===== src/rtl/mm_pkg.sv =====
package mm_pkg;

    typedef enum logic [2:0] {
        ST_IDLE,
        ST_STREAM,
        ST_DRAIN,
        ST_WRITE,
        ST_DONE
    } mm_state_e;

endpackage


===== src/rtl/mm_index_ctr.sv =====
// Row / column / reduction counters for the multiply walk.
module mm_index_ctr #(
    parameter int DIM   = 32,
    parameter int LANES = 4
) (
    input  logic                     clk,
    input  logic                     rst_n,
    input  logic                     clr_all,
    input  logic                     step_j,
    input  logic                     clr_j,
    input  logic                     step_k,
    output logic [$clog2(DIM)-1:0]   row,
    output logic [$clog2(DIM)-1:0]   col,
    output logic [$clog2(DIM)-1:0]   red,
    output logic                     j_last,
    output logic                     lane_last,
    output logic                     all_last
);
    localparam int IW = $clog2(DIM);
    localparam int LW = $clog2(LANES);
    localparam logic [IW-1:0] LAST_IDX  = IW'(DIM - 1);
    localparam logic [LW-1:0] LAST_LANE = LW'(LANES - 1);

    logic [IW-1:0] i_q, k_q, j_q;

    always_ff @(posedge clk) begin
        if (!rst_n || clr_all) begin
            i_q <= '0;
            k_q <= '0;
            j_q <= '0;
        end else begin
            if (clr_j) begin
                j_q <= '0;
            end else if (step_j) begin
                j_q <= j_q + 1'b1;
            end
            if (step_k) begin
                if (k_q == LAST_IDX) begin
                    k_q <= '0;
                    i_q <= i_q + 1'b1;
                end else begin
                    k_q <= k_q + 1'b1;
                end
            end
        end
    end

    assign row       = i_q;
    assign col       = k_q;
    assign red       = j_q;
    assign j_last    = (j_q == LAST_IDX);
    assign lane_last = (k_q[LW-1:0] == LAST_LANE);
    assign all_last  = (i_q == LAST_IDX) && (k_q == LAST_IDX);

endmodule


===== src/rtl/mm_lane_mac.sv =====
// Byte-lane selection from both operand words and a single multiply-accumulate.
module mm_lane_mac #(
    parameter int EW    = 8,
    parameter int WW    = 32,
    parameter int ACCW  = 21
) (
    input  logic                          clk,
    input  logic                          rst_n,
    input  logic                          clr,
    input  logic                          vld,
    input  logic [WW-1:0]                 a_word,
    input  logic [WW-1:0]                 b_word,
    input  logic [$clog2(WW/EW)-1:0]      a_lane,
    input  logic [$clog2(WW/EW)-1:0]      b_lane,
    output logic [EW-1:0]                 sum_now
);
    localparam int LANES = WW / EW;

    logic [EW-1:0]   a_bytes [LANES];
    logic [EW-1:0]   b_bytes [LANES];
    logic [2*EW-1:0] prod;
    logic [ACCW-1:0] acc_q;
    logic [ACCW-1:0] acc_next;

    for (genvar g = 0; g < LANES; g++) begin : g_lane
        assign a_bytes[g] = a_word[g*EW +: EW];
        assign b_bytes[g] = b_word[g*EW +: EW];
    end

    assign prod     = a_bytes[a_lane] * b_bytes[b_lane];
    assign acc_next = acc_q + (vld ? ACCW'(prod) : '0);
    assign sum_now  = acc_next[EW-1:0];

    always_ff @(posedge clk) begin
        if (!rst_n || clr) begin
            acc_q <= '0;
        end else begin
            acc_q <= acc_next;
        end
    end

endmodule


===== src/rtl/mm_packer.sv =====
// Collects finished result bytes into their lanes of one word.
module mm_packer #(
    parameter int EW = 8,
    parameter int WW = 32
) (
    input  logic                      clk,
    input  logic                      rst_n,
    input  logic                      load,
    input  logic [$clog2(WW/EW)-1:0]  lane,
    input  logic [EW-1:0]             byte_in,
    output logic [WW-1:0]             word_out
);
    localparam int LANES = WW / EW;
    localparam int LW    = $clog2(LANES);

    for (genvar g = 0; g < LANES; g++) begin : g_slot
        logic [EW-1:0] slot_q;
        always_ff @(posedge clk) begin
            if (!rst_n) begin
                slot_q <= '0;
            end else if (load && (lane == LW'(g))) begin
                slot_q <= byte_in;
            end
        end
        assign word_out[g*EW +: EW] = slot_q;
    end

endmodule


===== src/rtl/mm_engine.sv =====
// Packed-byte matrix multiply engine: top level and controller.
module mm_engine
    import mm_pkg::*;
#(
    parameter  int DIM = 32,
    parameter  int EW  = 8,
    parameter  int WW  = 32,
    localparam int AW  = $clog2(DIM * (DIM / (WW / EW)))
) (
    input  logic          clk,
    input  logic          rst_n,
    input  logic          start,
    output logic          done,
    output logic          a_en,
    output logic [AW-1:0] a_addr,
    input  logic [WW-1:0] a_rdata,
    output logic          b_en,
    output logic [AW-1:0] b_addr,
    input  logic [WW-1:0] b_rdata,
    output logic          c_we,
    output logic [AW-1:0] c_addr,
    output logic [WW-1:0] c_wdata
);
    localparam int LANES = WW / EW;
    localparam int LW    = $clog2(LANES);
    localparam int IW    = $clog2(DIM);
    localparam int ACCW  = 2 * EW + IW;

    mm_state_e state, nxt;

    logic clr_all, step_j, clr_j, step_k;
    logic rd_en, mac_clr, pack_load, wr_en, done_c;
    logic [IW-1:0] row, col, red;
    logic j_last, lane_last, all_last;
    logic rd_vld;
    logic [LW-1:0] a_lane_d;
    logic [EW-1:0] elem;
    logic [WW-1:0] packed_word;

    mm_index_ctr #(.DIM(DIM), .LANES(LANES)) u_idx (
        .clk       (clk),
        .rst_n     (rst_n),
        .clr_all   (clr_all),
        .step_j    (step_j),
        .clr_j     (clr_j),
        .step_k    (step_k),
        .row       (row),
        .col       (col),
        .red       (red),
        .j_last    (j_last),
        .lane_last (lane_last),
        .all_last  (all_last)
    );

    mm_lane_mac #(.EW(EW), .WW(WW), .ACCW(ACCW)) u_mac (
        .clk     (clk),
        .rst_n   (rst_n),
        .clr     (mac_clr),
        .vld     (rd_vld),
        .a_word  (a_rdata),
        .b_word  (b_rdata),
        .a_lane  (a_lane_d),
        .b_lane  (col[LW-1:0]),
        .sum_now (elem)
    );

    mm_packer #(.EW(EW), .WW(WW)) u_pack (
        .clk      (clk),
        .rst_n    (rst_n),
        .load     (pack_load),
        .lane     (col[LW-1:0]),
        .byte_in  (elem),
        .word_out (packed_word)
    );

    // State register
    always_ff @(posedge clk) begin
        if (!rst_n) begin
            state <= ST_IDLE;
        end else begin
            state <= nxt;
        end
    end

    // Next-state logic
    always_comb begin
        nxt = state;
        unique case (state)
            ST_IDLE:   if (start) nxt = ST_STREAM;
            ST_STREAM: if (j_last) nxt = ST_DRAIN;
            ST_DRAIN:  nxt = lane_last ? ST_WRITE : ST_STREAM;
            ST_WRITE:  nxt = all_last ? ST_DONE : ST_STREAM;
            ST_DONE:   nxt = ST_IDLE;
            default:   nxt = ST_IDLE;
        endcase
    end

    // Output / strobe decode
    always_comb begin
        clr_all   = 1'b0;
        step_j    = 1'b0;
        clr_j     = 1'b0;
        step_k    = 1'b0;
        rd_en     = 1'b0;
        mac_clr   = 1'b0;
        pack_load = 1'b0;
        wr_en     = 1'b0;
        done_c    = 1'b0;
        unique case (state)
            ST_IDLE: begin
                clr_all = start;
                mac_clr = 1'b1;
            end
            ST_STREAM: begin
                rd_en  = 1'b1;
                step_j = !j_last;
            end
            ST_DRAIN: begin
                mac_clr   = 1'b1;
                pack_load = 1'b1;
                clr_j     = 1'b1;
                step_k    = !lane_last;
            end
            ST_WRITE: begin
                wr_en  = 1'b1;
                step_k = !all_last;
            end
            ST_DONE: begin
                done_c = 1'b1;
            end
            default: begin
                mac_clr = 1'b1;
            end
        endcase
    end

    // Read-data alignment: data returns one cycle after the enable
    always_ff @(posedge clk) begin
        if (!rst_n) begin
            rd_vld   <= 1'b0;
            a_lane_d <= '0;
        end else begin
            rd_vld   <= rd_en;
            a_lane_d <= red[LW-1:0];
        end
    end

    assign a_en    = rd_en;
    assign b_en    = rd_en;
    assign a_addr  = {row, red[IW-1:LW]};
    assign b_addr  = {red, col[IW-1:LW]};
    assign c_we    = wr_en;
    assign c_addr  = {row, col[IW-1:LW]};
    assign c_wdata = packed_word;
    assign done    = done_c;

endmodule


===== config.mk =====
export PLATFORM = sky130hd
export DESIGN_NAME = mm_engine
export DESIGN_NICKNAME = d
export VERILOG_FILES = /design/src/rtl/mm_pkg.sv /design/src/rtl/mm_index_ctr.sv /design/src/rtl/mm_lane_mac.sv /design/src/rtl/mm_packer.sv /design/src/rtl/mm_engine.sv
export SDC_FILE = /design/constraint.sdc
export NUM_CORES = 1
export LEC_CHECK = 0
export BUFFER_PORTS_ARGS = -buffer_cell sky130_fd_sc_hd__buf_2
export CAP_MARGIN = 20
export CORE_ASPECT_RATIO = 1.4
export CORE_MARGIN = 5
export CORE_UTILIZATION = 45
export CTS_CLUSTER_DIAMETER = 80
export DETAILED_ROUTE_END_ITERATION = 16
export PLACE_DENSITY = 0.79
export SYNTH_ARGS = -nofsm -noshare
export SYNTH_HDL_FRONTEND = slang
export SYNTH_SLANG_ARGS = --single-unit

===== constraint.sdc =====
create_clock -name clk -period 11 [get_ports clk]
set_clock_uncertainty 0.2 [all_clocks]
set_input_delay 1.65 -clock clk [delete_from_list [all_inputs] [get_ports clk]]
set_output_delay 1.65 -clock clk [all_outputs]
set_load 0.01 [all_outputs]

### Word-level counts from Yosys, hierarchy flattened

Index checks and enable logic that the tools add are counted.

* bits in registers: 74
* bits in latches: 0
* RAM bits: 0
* bits in read-only memories: 0
* input bits: 67
* output and inout bits: 60
* logic and storage cells: 70
* memories: 0

* $add $sub $neg: 4
* multipliers: 1
* div/mod/pow operators: 0
* order comparisons: 2
* eq/ne operators: 12
* shift-type cells: 0
* mux-type cells: 21
* bitwise operators: 2
* reductions and logical operators: 17

Operator list (number)
* 8-bit binary-select mux with 2-bit select: 2
* 8-bit two-way mux: 4
* 21-bit adder: 1
* 8-bit by 8-bit multiplier with 16-bit output: 1
* 16-bit two-way mux: 1
* 5-bit by 1-bit adder with 5-bit output, second input constant: 3
* 5-bit equality test, second input constant: 3
* 3-bit one-hot mux with 4 select lines: 1
* 3-bit two-way mux: 3
* 1-bit two-way mux: 7
* 3-bit by 2-bit equality test with 1-bit output, second input constant: 2
* 3-bit >= comparator, second input constant: 2
* 2-bit NOT with 3-bit output: 2
* 1-bit logical AND: 5
* 5-bit two-way mux: 1
* 2-bit equality test, second input constant: 2
* 1-bit zero test: 4
* 2-bit != test, second input constant: 2
* 2-bit AND reduction: 2
* 3-bit by 1-bit equality test with 1-bit output, second input constant: 1
* 3-bit equality test, second input constant: 1
* 3-bit zero test: 1
* 3-bit OR reduction: 1
* 2-bit by 1-bit equality test with 1-bit output, second input constant: 1
* 5 further kinds: 6

### Longest topological paths before layout

Gate-level depths: netlist of the first run.

* word-level depth: 7
* depth in mapped cells: 20
* gate-level depth less buffers: 19

### Hierarchy

Synthesis of the first run repeated with hierarchy kept, for this count alone.

* cell total of the unflattened synthesis: 415
* area, all modules: 4122.7 um2

By module, submodules not included
* mm_lane_mac: instances 1, cells an instance 184, area each 1868.0 um2, seq. area each 160.2 um2
* mm_packer: instances 1, cells an instance 115, area each 1177.4 um2, seq. area each 640.6 um2
* mm_index_ctr: instances 1, cells an instance 74, area each 696.9 um2, seq. area each 300.3 um2
* mm_engine: instances 1, cells an instance 42, area each 380.4 um2, seq. area each 120.1 um2

### Worst setup path before layout of the first run

OpenSTA, ideal clock, no wires.

* path kind: input to register
* start: input a_rdata[25]
* end: register u_pack.g_slot[3].slot_q[7]
* setup time: 0.132 ns
* data arrival time: 5.817 ns
* required time: 10.668 ns
* setup slack: 4.851 ns
* stages on the path: 17
* path buffers: 0
* cell sequence: mux4_2 -> and2_1 -> fa_1 -> inv_1 -> fa_1 -> fa_1 -> fa_1 -> inv_1 -> ha_1 -> xnor2_1 -> and2_1 -> ha_1 -> a21oi_1 -> o21ai_0 -> xnor2_1 -> xnor2_2 -> a21oi_1

* longest elaborated chain between the ends: 6

RTL lines
* from (decl): RTL line mm_engine.sv:16 `input logic [WW-1:0] a_rdata,`
* 8-bit binary-select mux with 2-bit select: RTL line mm_lane_mac.sv:30 `assign prod = a_bytes[a_lane] * b_bytes[b_lane];`
* 8-bit two-way mux (not written as such) (2 in a row): RTL line mm_lane_mac.sv:30
* 8-bit by 8-bit multiplier with 16-bit output: RTL line mm_lane_mac.sv:30
* 16-bit two-way mux: RTL line mm_lane_mac.sv:31 `assign acc_next = acc_q + (vld ? ACCW'(prod) : '0);`
* 21-bit adder: RTL line mm_lane_mac.sv:31
* to (signal assigned): RTL line mm_packer.sv:22 `slot_q <= byte_in;`
* to (decl): RTL line mm_packer.sv:17 `logic [EW-1:0] slot_q;`

Every way passes these cells. The select of a mux whose other input is x is not followed.
A chain may end at the register's enable or synchronous reset.

### Final worst setup path of the first run

Same ends and word-level chain as after synthesis.

==> impl_metrics.csv, run 1 <==
group,metric,value,unit
run_status,status,"finished clean",
floorplan,start_util,45.50,%
global_routing,grt_max_degree,40,
layout,design_area,0.004910,mm2
job,drv_cap,0,
global_routing,grt_pass1_wl,16.04,mm
floorplan,io_pins,127,
sta,finalSetupViolCount,0,
synthesis,netlist_area,0.004038,mm2
sta,finalCritPeriodShare,56.20,%
synthesis,synth-edff-count,0,
routing,routedWlPerCell,15.26,um
layout,num_antenna_cells,0,
sta,finalHoldViolCount,0,
synthesis,synth.avg_cell_area,9.282,um2
global_routing,antenna_found_initial,2,
layout,drive_gt1_share,29.12,%
synthesis,netlist_instances,435,
cts,htreeDepth,3,
synthesis,ys_ff_latch,61,
sta,max-slew-margin-rel,31.02,%
sta,tns,0,ns
cts,ctsResizeCount,0,
layout,final_common_cell,"buf_2",
critical_path,path_class,"in2reg",
routing,routed_wl,9.962,mm
routing,drtAntennaViolNets,0,
worst_hold_path,hold_path.class,"reg2reg",
layout,syn2layout_area_growth,21.60,%
floorplan,std_cell_rows,41,
synthesis,yosysSeqAreaShare,30.24,%
sta,drv_slew,0,
critical_path,end_kind,"register",
placed_design,gp_congestion,0.9018,
worst_hold_path,holdPathStages,2,
cts,cts_setup_buffers,0,
sta,whs,0.2631,ns
critical_path,ff2ff_path_depth,17,
global_routing,grt_pass1_vias,3507,
layout,fin_nets,655,
routing,vias,3383,
power,vdd_drop_max,0.1138,mV
cts,cts-root-buf,"clkbuf_16",
critical_path,worst-endpoint-arrival,6.18,ns
sta,period_needed,6.182,ns
sta,grt_setup_unrepaired,"no",
cts,cts.path.max_buffers,2,
floorplan,die-area,0.01099,mm2
power,p_leak,2.375,nW
floorplan,core,0.008875,mm2
floorplan,die_w,90.06,um
cts,cts.hold.buffers_added,0,
routing,viasPerCell,5.181,
cts,clkSinkCount,61,
critical_path,critical_path.max_fanout,7,
sta,fmax,161.8,MHz
sta,tightest_slew,1.025,ns
synthesis,async_flop_share,0,%
critical_path,critical_path.startpoint_type,"primary input",
critical_path,cp.required,11.00,ns
routing,drtPass1Iterations,5,
placed_design,placed_area,0.004624,mm2
synthesis,syn-num-nets,547,
power,power_density,131.9,mW/mm2
global_routing,track_usage,17.99,%
cts,clk_pin_slew,0.05,ns
synthesis,synth_warnings,0,
cts,tritoncts,"yes",
placed_design,dp_hpwl,8.036,mm
routing,drtIter0Drc,88,
floorplan,die_y,122.1,um
placed_design,port_buffers,126,
cts,cts_made_buffers,9,
synthesis,synth_flop_cell,"dfxtp_1",
layout,final_cell_mix,"buf_2 (126), nand2_1 (77), dfxtp_1 (61), inv_1 (32), ha_1 (32)",
layout,fill_cells,797,
cts,clk-insertion-delay-late,0.33,ns
routing,drc,0,
synthesis,ys_types,42,
global_routing,overflow,0,
power by group:
group / switching [W] / total [W] / internal (W) / leakage [nW]
Clock: 0.0000902 / 0.000264 / 0.000174 / 0.144
Combinational: 0.0000787 / 0.000158 / 0.0000789 / 1.74
Sequential: 0.00000273 / 0.000226 / 0.000224 / 0.492
Total: 0.000172 / 0.000648 / 0.000476 / 2.37
path summary, 6_finish.rpt:
kind | slack, ns | endpoint | startpoint
max reg2reg | 5.25 | u_pack.g_slot[3].slot_q[7] | u_idx.col[0]
min reg2reg | 0.26 | u_pack.g_slot[0].slot_q[5] | u_pack.g_slot[0].slot_q[5]
max | 4.82 | u_pack.g_slot[3].slot_q[7] | a_rdata[25]
min | 0.26 | u_pack.g_slot[0].slot_q[5] | u_pack.g_slot[0].slot_q[5]
registers in the layout (all words and copies together), names as in the netlist:
signal,cells
rd_vld,1
state,3
u_idx.row,5
u_pack.g_slot.slot_q,32
a_lane_d,2
u_mac.acc_q,8
u_idx.col,5
u_idx.red,5
layout make-up:
type                       instances  area (um2)  area share (%)
multi-input combinational        312        2511           51.15
timing repair buffer             127       638.1           13.00
clock buffer                      13       280.3           5.708
sequential                        61        1221           24.87
clock inverter                     1       5.005          0.1019
inverter                          32       120.1           2.446
tap                              107       133.9           2.727
logic make-up after synthesis:
kind of cell    after synthesis  synth area share, %
xor+xnor                     31                7.437
fa+ha+maj                    45                16.36
mux                          22                10.88
buf+inv                      62                7.561
simple gates                158                17.97
flops                        61                30.24
compound gates               56                9.544
synthesized netlist by cell type, types with 5 or more instances:
library cell	number	share of area, %
mux4_1	5	3.3
nand2_1	77	7.2
mux4_2	11	6.1
buf_4	15	2.8
fa_1	13	6.4
clkbuf_1	11	1.0
and2_1	29	4.5
ha_1	32	9.9
dfxtp_1	61	30
a21oi_1	13	1.6
inv_1	32	3.0
mux2i_1	6	1.5
xor2_1	10	2.2
xnor2_1	18	3.9
and3_1	5	0.77
o21ai_0	5	0.62
nor2_1	28	2.6
a21boi_0	24	4.5
critical path: stages:
cell and delay, ns:
buf_2 0.10, mux4_2 0.53, and2_1 0.20, fa_1 0.42, inv_1 0.09, fa_1 0.40, fa_1 0.48, fa_1 0.55
inv_1 0.04, ha_1 0.31, xnor2_1 0.13, and2_1 0.15, ha_1 0.32, a21oi_1 0.13, o21ai_0 0.11, xnor2_1 0.26
xnor2_2 0.19, a21oi_1 0.11
routing by layer:
layer | GRT usage [%] | share of wire [%] | up-vias
met2 | 33.10 | 54 | 105
met1 | 19.60 | 38 | 1608
met5 | 0 | 0.21 | -
li1 | - | - | 1641
met4 | 7.449 | 2.7 | 4
met3 | 4.447 | 4.9 | 25
metrics by stage:
step                      util (%)  instances  worst slack, ns  total power, W
after global routing         55.32        653            4.564       0.0006822
after CTS                    55.32        653            4.819       0.0006510
final                        55.32        653            4.818       0.0006477
after floorplan                  -        435            4.851       0.0003497
after global placement       52.11        639            4.560       0.0003851
after detailed placement     52.11        639            4.506       0.0003883
Note: power is estimated with default switching activity, not from simulation.
==> run 2, diff against run 1 <==
--- a/config.mk
+++ b/config.mk
@@ -5,6 +5,7 @@
 export SDC_FILE = /design/constraint.sdc
 export NUM_CORES = 1
 export LEC_CHECK = 0
+export ABC_AREA = 1
 export BUFFER_PORTS_ARGS = -buffer_cell sky130_fd_sc_hd__buf_2
 export CAP_MARGIN = 20
 export CORE_ASPECT_RATIO = 1.4
@@ -12,7 +13,7 @@
 export CORE_UTILIZATION = 45
 export CTS_CLUSTER_DIAMETER = 80
 export DETAILED_ROUTE_END_ITERATION = 16
-export PLACE_DENSITY = 0.79
+export PLACE_DENSITY = 0.78
 export SYNTH_ARGS = -nofsm -noshare
 export SYNTH_HDL_FRONTEND = slang
 export SYNTH_SLANG_ARGS = --single-unit
==> constraint.sdc (replaced) <==
create_clock -name clk -period 6 [get_ports clk]
set_clock_uncertainty 0.2 [all_clocks]
set_input_delay 0.9 -clock clk [delete_from_list [all_inputs] [get_ports clk]]
set_output_delay 0.9 -clock clk [all_outputs]
set_load 0.01 [all_outputs]
==> impl_metrics.csv, run 2 <==
group,metric,value,unit
global_routing,grt_max_degree,38,
cts,clk-insertion-delay-late,0.32,ns
power,vdd_drop_max,0.2174,mV
global_routing,antenna_found_initial,0,
floorplan,core,0.009846,mm2
layout,syn2layout_area_growth,20.33,%
routing,drtPass1Iterations,5,
cts,cts.hold.buffers_added,0,
critical_path,critical_path.max_fanout,5,
floorplan,die_w,94.33,um
layout,largest_registers,"u_pack.g_slot.slot_q x32, u_mac.acc_q x8",
synthesis,synth_warnings,0,
floorplan,die_y,128.1,um
power,p_leak,3.090,nW
worst_hold_path,holdPathStages,2,
routing,routedWlPerCell,11.54,um
sta,max-slew-margin-rel,60.08,%
synthesis,async_flop_share,0,%
synthesis,synth.top_cell.area_share,27.25,%
job,drv_cap,0,
routing,viasPerCell,4.667,
critical_path,cp.required,6.06,ns
synthesis,synth.avg_cell_area,6.589,um2
global_routing,overflow,0,
floorplan,start_util,45.51,%
cts,cts.path.max_buffers,2,
placed_design,port_buffers,126,
synthesis,synth-edff-count,0,
routing,routed_wl,10.73,mm
synthesis,synthTopCellsByArea,"dfxtp_1 (27%), nand2_1 (16%), inv_1 (11%)",
layout,regArea,0.001221,mm2
critical_path,critical_path.startpoint_type,"primary input",
critical_path,end_kind,"register",
layout,num_antenna_cells,0,
sta,grt_setup_unrepaired,"no",
synthesis,yosysSeqAreaShare,27.25,%
synthesis,yosys.area.top_type,"dfxtp_1",
placed_design,placed_area,0.005091,mm2
sta,finalHoldViolCount,0,
floorplan,io_pins,127,
synthesis,netlist_instances,680,
worst_hold_path,hold_path.class,"reg2reg",
synthesis,netlist_area,0.004481,mm2
routing,drc,0,
layout,multi_input_area,0.002530,mm2
synthesis,synth_flop_cell,"dfxtp_1",
placed_design,dp_hpwl,8.537,mm
synthesis,post-synth-top-count-cell,"nand2_1",
cts,cts_made_buffers,9,
critical_path,worst-endpoint-arrival,5.37,ns
cts,clkSinkCount,61,
synthesis,ys_ff_latch,61,
routing,drtIter0Drc,90,
sta,period_needed,5.314,ns
cts,ctsResizeCount,0,
sta,drv_slew,0,
routing,drtAntennaViolNets,0,
floorplan,die-area,0.01208,mm2
synthesis,synth_common_cells,"nand2_1 (194), inv_1 (129), dfxtp_1 (61)",
run_status,status,"finished clean",
synthesis,ys_types,31,
cts,htreeDepth,3,
cts,clk_pin_slew,0.05,ns
critical_path,path_class,"in2reg",
cts,cts_setup_buffers,0,
routing,vias,4340,
critical_path,ff2ff_path_depth,26,
placed_design,gp_congestion,0.8912,
sta,finalCritPeriodShare,88.57,%
layout,final_common_cell,"nand2_1",
synthesis,syn-num-nets,792,
sta,fmax,188.2,MHz
global_routing,track_usage,18.48,%
global_routing,grt_pass1_vias,4180,
floorplan,std_cell_rows,43,
sta,finalSetupViolCount,0,
sta,tightest_slew,0.5948,ns
layout,fin_nets,902,
sta,tns,0,ns
layout,largest_reg_flops,32,
sta,whs,0.2859,ns
cts,cts-root-buf,"clkbuf_16",
layout,final_cell_mix,"nand2_1 (194), inv_1 (129), buf_2 (126), dfxtp_1 (61), nor2_1 (47)",
global_routing,grt_pass1_wl,18.13,mm
layout,drive_gt1_share,21.01,%
layout,top_register,"u_pack.g_slot.slot_q",
layout,fill_cells,1001,
layout,design_area,0.005391,mm2
power,power_density,273.4,mW/mm2
cts,tritoncts,"yes",
run 2: critical path: stages:
cell      delay, ns
buf_2          0.09
inv_1          0.04
nand2_1        0.05
o211ai_1       0.09
nand2_1        0.18
inv_1          0.11
nor2_1         0.06
fa_1           0.39
inv_1          0.08
fa_1           0.41
fa_1           0.49
fa_1           0.55
inv_1          0.04
ha_1           0.32
xor2_1         0.16
nor2_1         0.06
ha_1           0.31
nand2_1        0.09
nor3_1         0.05
nand2_1        0.06
o211ai_1       0.09
or2_2          0.28
nand2_1        0.08
inv_1          0.04
nand4_1        0.09
nand2_2        0.12
a21oi_2        0.14
run 2: metrics by stage:
step	setup WS [ns]	utilization, %	total power [W]	instances
global route	0.3643	54.76	0.001602	930
floorplan	0.7842	-	0.0008597	680
finish	0.6858	54.76	0.001474	930
global placement	0.4304	51.71	0.0009768	913
CTS	0.6693	54.68	0.001490	929
detailed placement	0.3432	51.71	0.0009901	913
run 2: cell families after synthesis:
kind of cell	synth area share (%)
AND/OR/NAND/NOR	27.67
buffers and inverters	16.28
AO/OA/AOI/OAI	11.98
flip-flops	27.25
adder cells (fa/ha/maj)	14.74
XOR/XNOR	1.759
multiplexers	0.3071
run 2: per-layer routing:
layer	wire length (um)	part of all wire, %	track usage [%]
met1	4456	42	20.87
met2	5491	51	34.11
met3	538	5.0	3.230
met4	244	2.3	6.803
met5	0	0	0
run 2: layout make-up:
type	instances	share of cell area (%)
clock buffers	10	4.247
clock inverters	6	1.184
inverters	136	9.469
multi-input cells	451	46.93
flip-flops and latches	61	22.65
well taps	135	3.133
repair buffers	131	12.39
run 2: final timing paths:
check / from / slack (ns) / endpoint
max: b_rdata[3] / 0.69 / u_pack.g_slot[2].slot_q[7]
min: u_idx.row[2] / 0.29 / u_idx.row[2]
max reg2reg: a_lane_d[1] / 0.73 / u_pack.g_slot[2].slot_q[7]
min reg2reg: u_idx.row[2] / 0.29 / u_idx.row[2]
run 2: where the power goes:
part           internal, W  leakage, nW  total [W]  switching (W)
combinational     0.000208         2.46   0.000548       0.000340
clock             0.000320        0.138   0.000496       0.000176
sequential        0.000420        0.492   0.000430      0.0000107
total             0.000947         3.09    0.00147       0.000527
==> run 3, diff against run 2 <==
--- a/config.mk
+++ b/config.mk
@@ -10,10 +10,11 @@
 export CAP_MARGIN = 20
 export CORE_ASPECT_RATIO = 1.4
 export CORE_MARGIN = 5
-export CORE_UTILIZATION = 45
+export CORE_UTILIZATION = 53
 export CTS_CLUSTER_DIAMETER = 80
 export DETAILED_ROUTE_END_ITERATION = 16
-export PLACE_DENSITY = 0.78
+export PLACE_DENSITY = 0.88
+export RECOVER_POWER = 25
 export SYNTH_ARGS = -nofsm -noshare
 export SYNTH_HDL_FRONTEND = slang
 export SYNTH_SLANG_ARGS = --single-unit
==> impl_metrics.csv, run 3 (synthesis results as in run 2) <==
group,metric,value,unit
cts,clkSinkCount,61,
worst_hold_path,hold_path.class,"reg2reg",
floorplan,die-area,0.01042,mm2
routing,drtAntennaViolNets,0,
routing,vias,4447,
sta,finalHoldViolCount,0,
layout,top_register,"u_pack.g_slot.slot_q",
sta,drv_slew,0,
cts,cts.path.max_buffers,2,
sta,tightest_slew,1.365,ns
layout,final_cell_mix,"nand2_1 (194), inv_1 (129), buf_2 (99), dfxtp_1 (61), nor2_1 (47)",
global_routing,grt_busiest_layer,"met2",
job,drv_cap,0,
critical_path,path_class,"in2reg",
layout,design_area,0.005364,mm2
placed_design,port_buffers,126,
layout,syn2layout_area_growth,19.72,%
placed_design,placed_area,0.005050,mm2
layout,fill_cells,786,
sta,finalSetupViolCount,0,
global_routing,grt_max_degree,38,
cts,cts_setup_buffers,0,
floorplan,std_cell_rows,39,
critical_path,critical_path.max_fanout,5,
global_routing,grt_use_met2,38.77,%
cts,clk-insertion-delay-late,0.33,ns
routing,drc,0,
floorplan,die_y,118.8,um
cts,clk_pin_slew,0.05,ns
routing,drtIter0Drc,154,
global_routing,overflow,0,
cts,cts.hold.buffers_added,0,
floorplan,die_w,87.71,um
layout,final_common_cell,"nand2_1",
critical_path,cp.required,6.00,ns
placed_design,dp_hpwl,8.613,mm
layout,drive_gt1_share,17.61,%
floorplan,io_pins,127,
power,power_density,290.7,mW/mm2
sta,period_needed,5.412,ns
cts,tritoncts,"yes",
floorplan,start_util,54.66,%
cts,cts-root-buf,"clkbuf_16",
power,vdd_drop_max,0.3426,mV
cts,cts_made_buffers,9,
global_routing,grt_pass1_wl,18.22,mm
critical_path,worst-endpoint-arrival,5.41,ns
layout,largest_registers,"u_pack.g_slot.slot_q x32, u_mac.acc_q x8",
routing,viasPerCell,4.958,
critical_path,critical_path.startpoint_type,"primary input",
layout,fin_nets,902,
cts,ctsResizeCount,0,
global_routing,grt_pass1_vias,4247,
routing,drtPass1Iterations,4,
layout,num_antenna_cells,0,
sta,max-slew-margin-rel,8.971,%
cts,htreeDepth,3,
critical_path,end_kind,"register",
global_routing,grtUsageMet1,23.52,%
sta,grt_setup_unrepaired,"no",
placed_design,gp_congestion,0.8810,
sta,fmax,184.8,MHz
floorplan,core,0.008198,mm2
global_routing,track_usage,21.31,%
routing,routed_wl,10.98,mm
sta,tns,0,ns
power,p_leak,2.997,nW
routing,routedWlPerCell,12.24,um
global_routing,met3_usage,4.315,%
run_status,status,"finished clean",
sta,finalCritPeriodShare,90.19,%
layout,largest_reg_flops,32,
global_routing,antenna_found_initial,0,
-- run 3: changes by cell type in the layout (fill, tap and decap cells not counted), sizes merged --
cell	change
clkbuf	+27
clkinvlp	-1
clkinv	-1
buf	-27
bufinv	+2
-- run 3: critical path: stages --
cell and delay [ns]:
buf_2 0.07, inv_1 0.03, nand2_1 0.06, o211ai_1 0.10, nand2_1 0.20, nand2_1 0.14
fa_1 0.45, fa_1 0.56, inv_1 0.05, ha_1 0.30, fa_1 0.48, ha_1 0.34
a21oi_1 0.19, xor2_1 0.16, nor2_1 0.06, ha_1 0.31, nand2_1 0.08, nor3_1 0.14
nand2_1 0.07, o211ai_1 0.09, or2_2 0.14, nand2_1 0.05, inv_1 0.06, nand4_1 0.13
nand2_2 0.17, a21oi_2 0.07
-- run 3: layout make-up --
| type | count | area, um2 | share of cell area, % |
|---|---|---|---|
| multi-input combinational | 451 | 2530 | 47.17 |
| sequential | 61 | 1221 | 22.77 |
| timing repair buffer | 131 | 634.4 | 11.83 |
| inverter | 136 | 510.5 | 9.517 |
| clock buffer | 10 | 229.0 | 4.269 |
| tap | 102 | 127.6 | 2.379 |
| clock inverter | 6 | 111.4 | 2.076 |
-- run 3: final timing paths --
kind / cells after the start / slack (ns) / endpoint / startpoint
worst max-delay path: 26 / 0.59 / u_pack.g_slot[2].slot_q[7] / b_rdata[19]
worst min-delay path: 2 / 0.30 / u_pack.g_slot[0].slot_q[4] / u_pack.g_slot[0].slot_q[4]
worst max register to register: 26 / 0.68 / u_pack.g_slot[2].slot_q[7] / u_idx.col[0]
worst min register to register: 2 / 0.30 / u_pack.g_slot[0].slot_q[4] / u_pack.g_slot[0].slot_q[4]
-- run 3: report_power, final --
part           switching, W  internal [W]  leakage [nW]
Sequential        0.0000107      0.000420         0.492
Combinational      0.000339      0.000207          2.34
Clock              0.000178      0.000405         0.163
-- run 3: metal layers --
metal	vias up	part of all wire [%]
li1	2315	-
met2	120	52
met5	-	0
met3	22	6.0
met1	1990	39
met4	0	2.4
-- run 3: metrics by stage --
| stage | cells | worst slack [ns] | util, % | total power, W | hold WS [ns] |
|---|---|---|---|---|---|
| 6_report | 897 | 0.5884 | 65.43 | 0.001559 | 0.2953 |
| 3_3_place_gp | 880 | 0.4280 | 61.60 | 0.0009694 | 0.2810 |
| 5_1_grt | 897 | 0.3536 | 65.43 | 0.001676 | 0.3215 |
| 4_1_cts | 896 | 0.5958 | 65.75 | 0.001570 | 0.2957 |
| 3_5_place_dp | 880 | 0.2902 | 61.60 | 0.0009826 | 0.2767 |
| 2_1_floorplan | 680 | 0.7842 | - | 0.0008597 | 0.2772 |
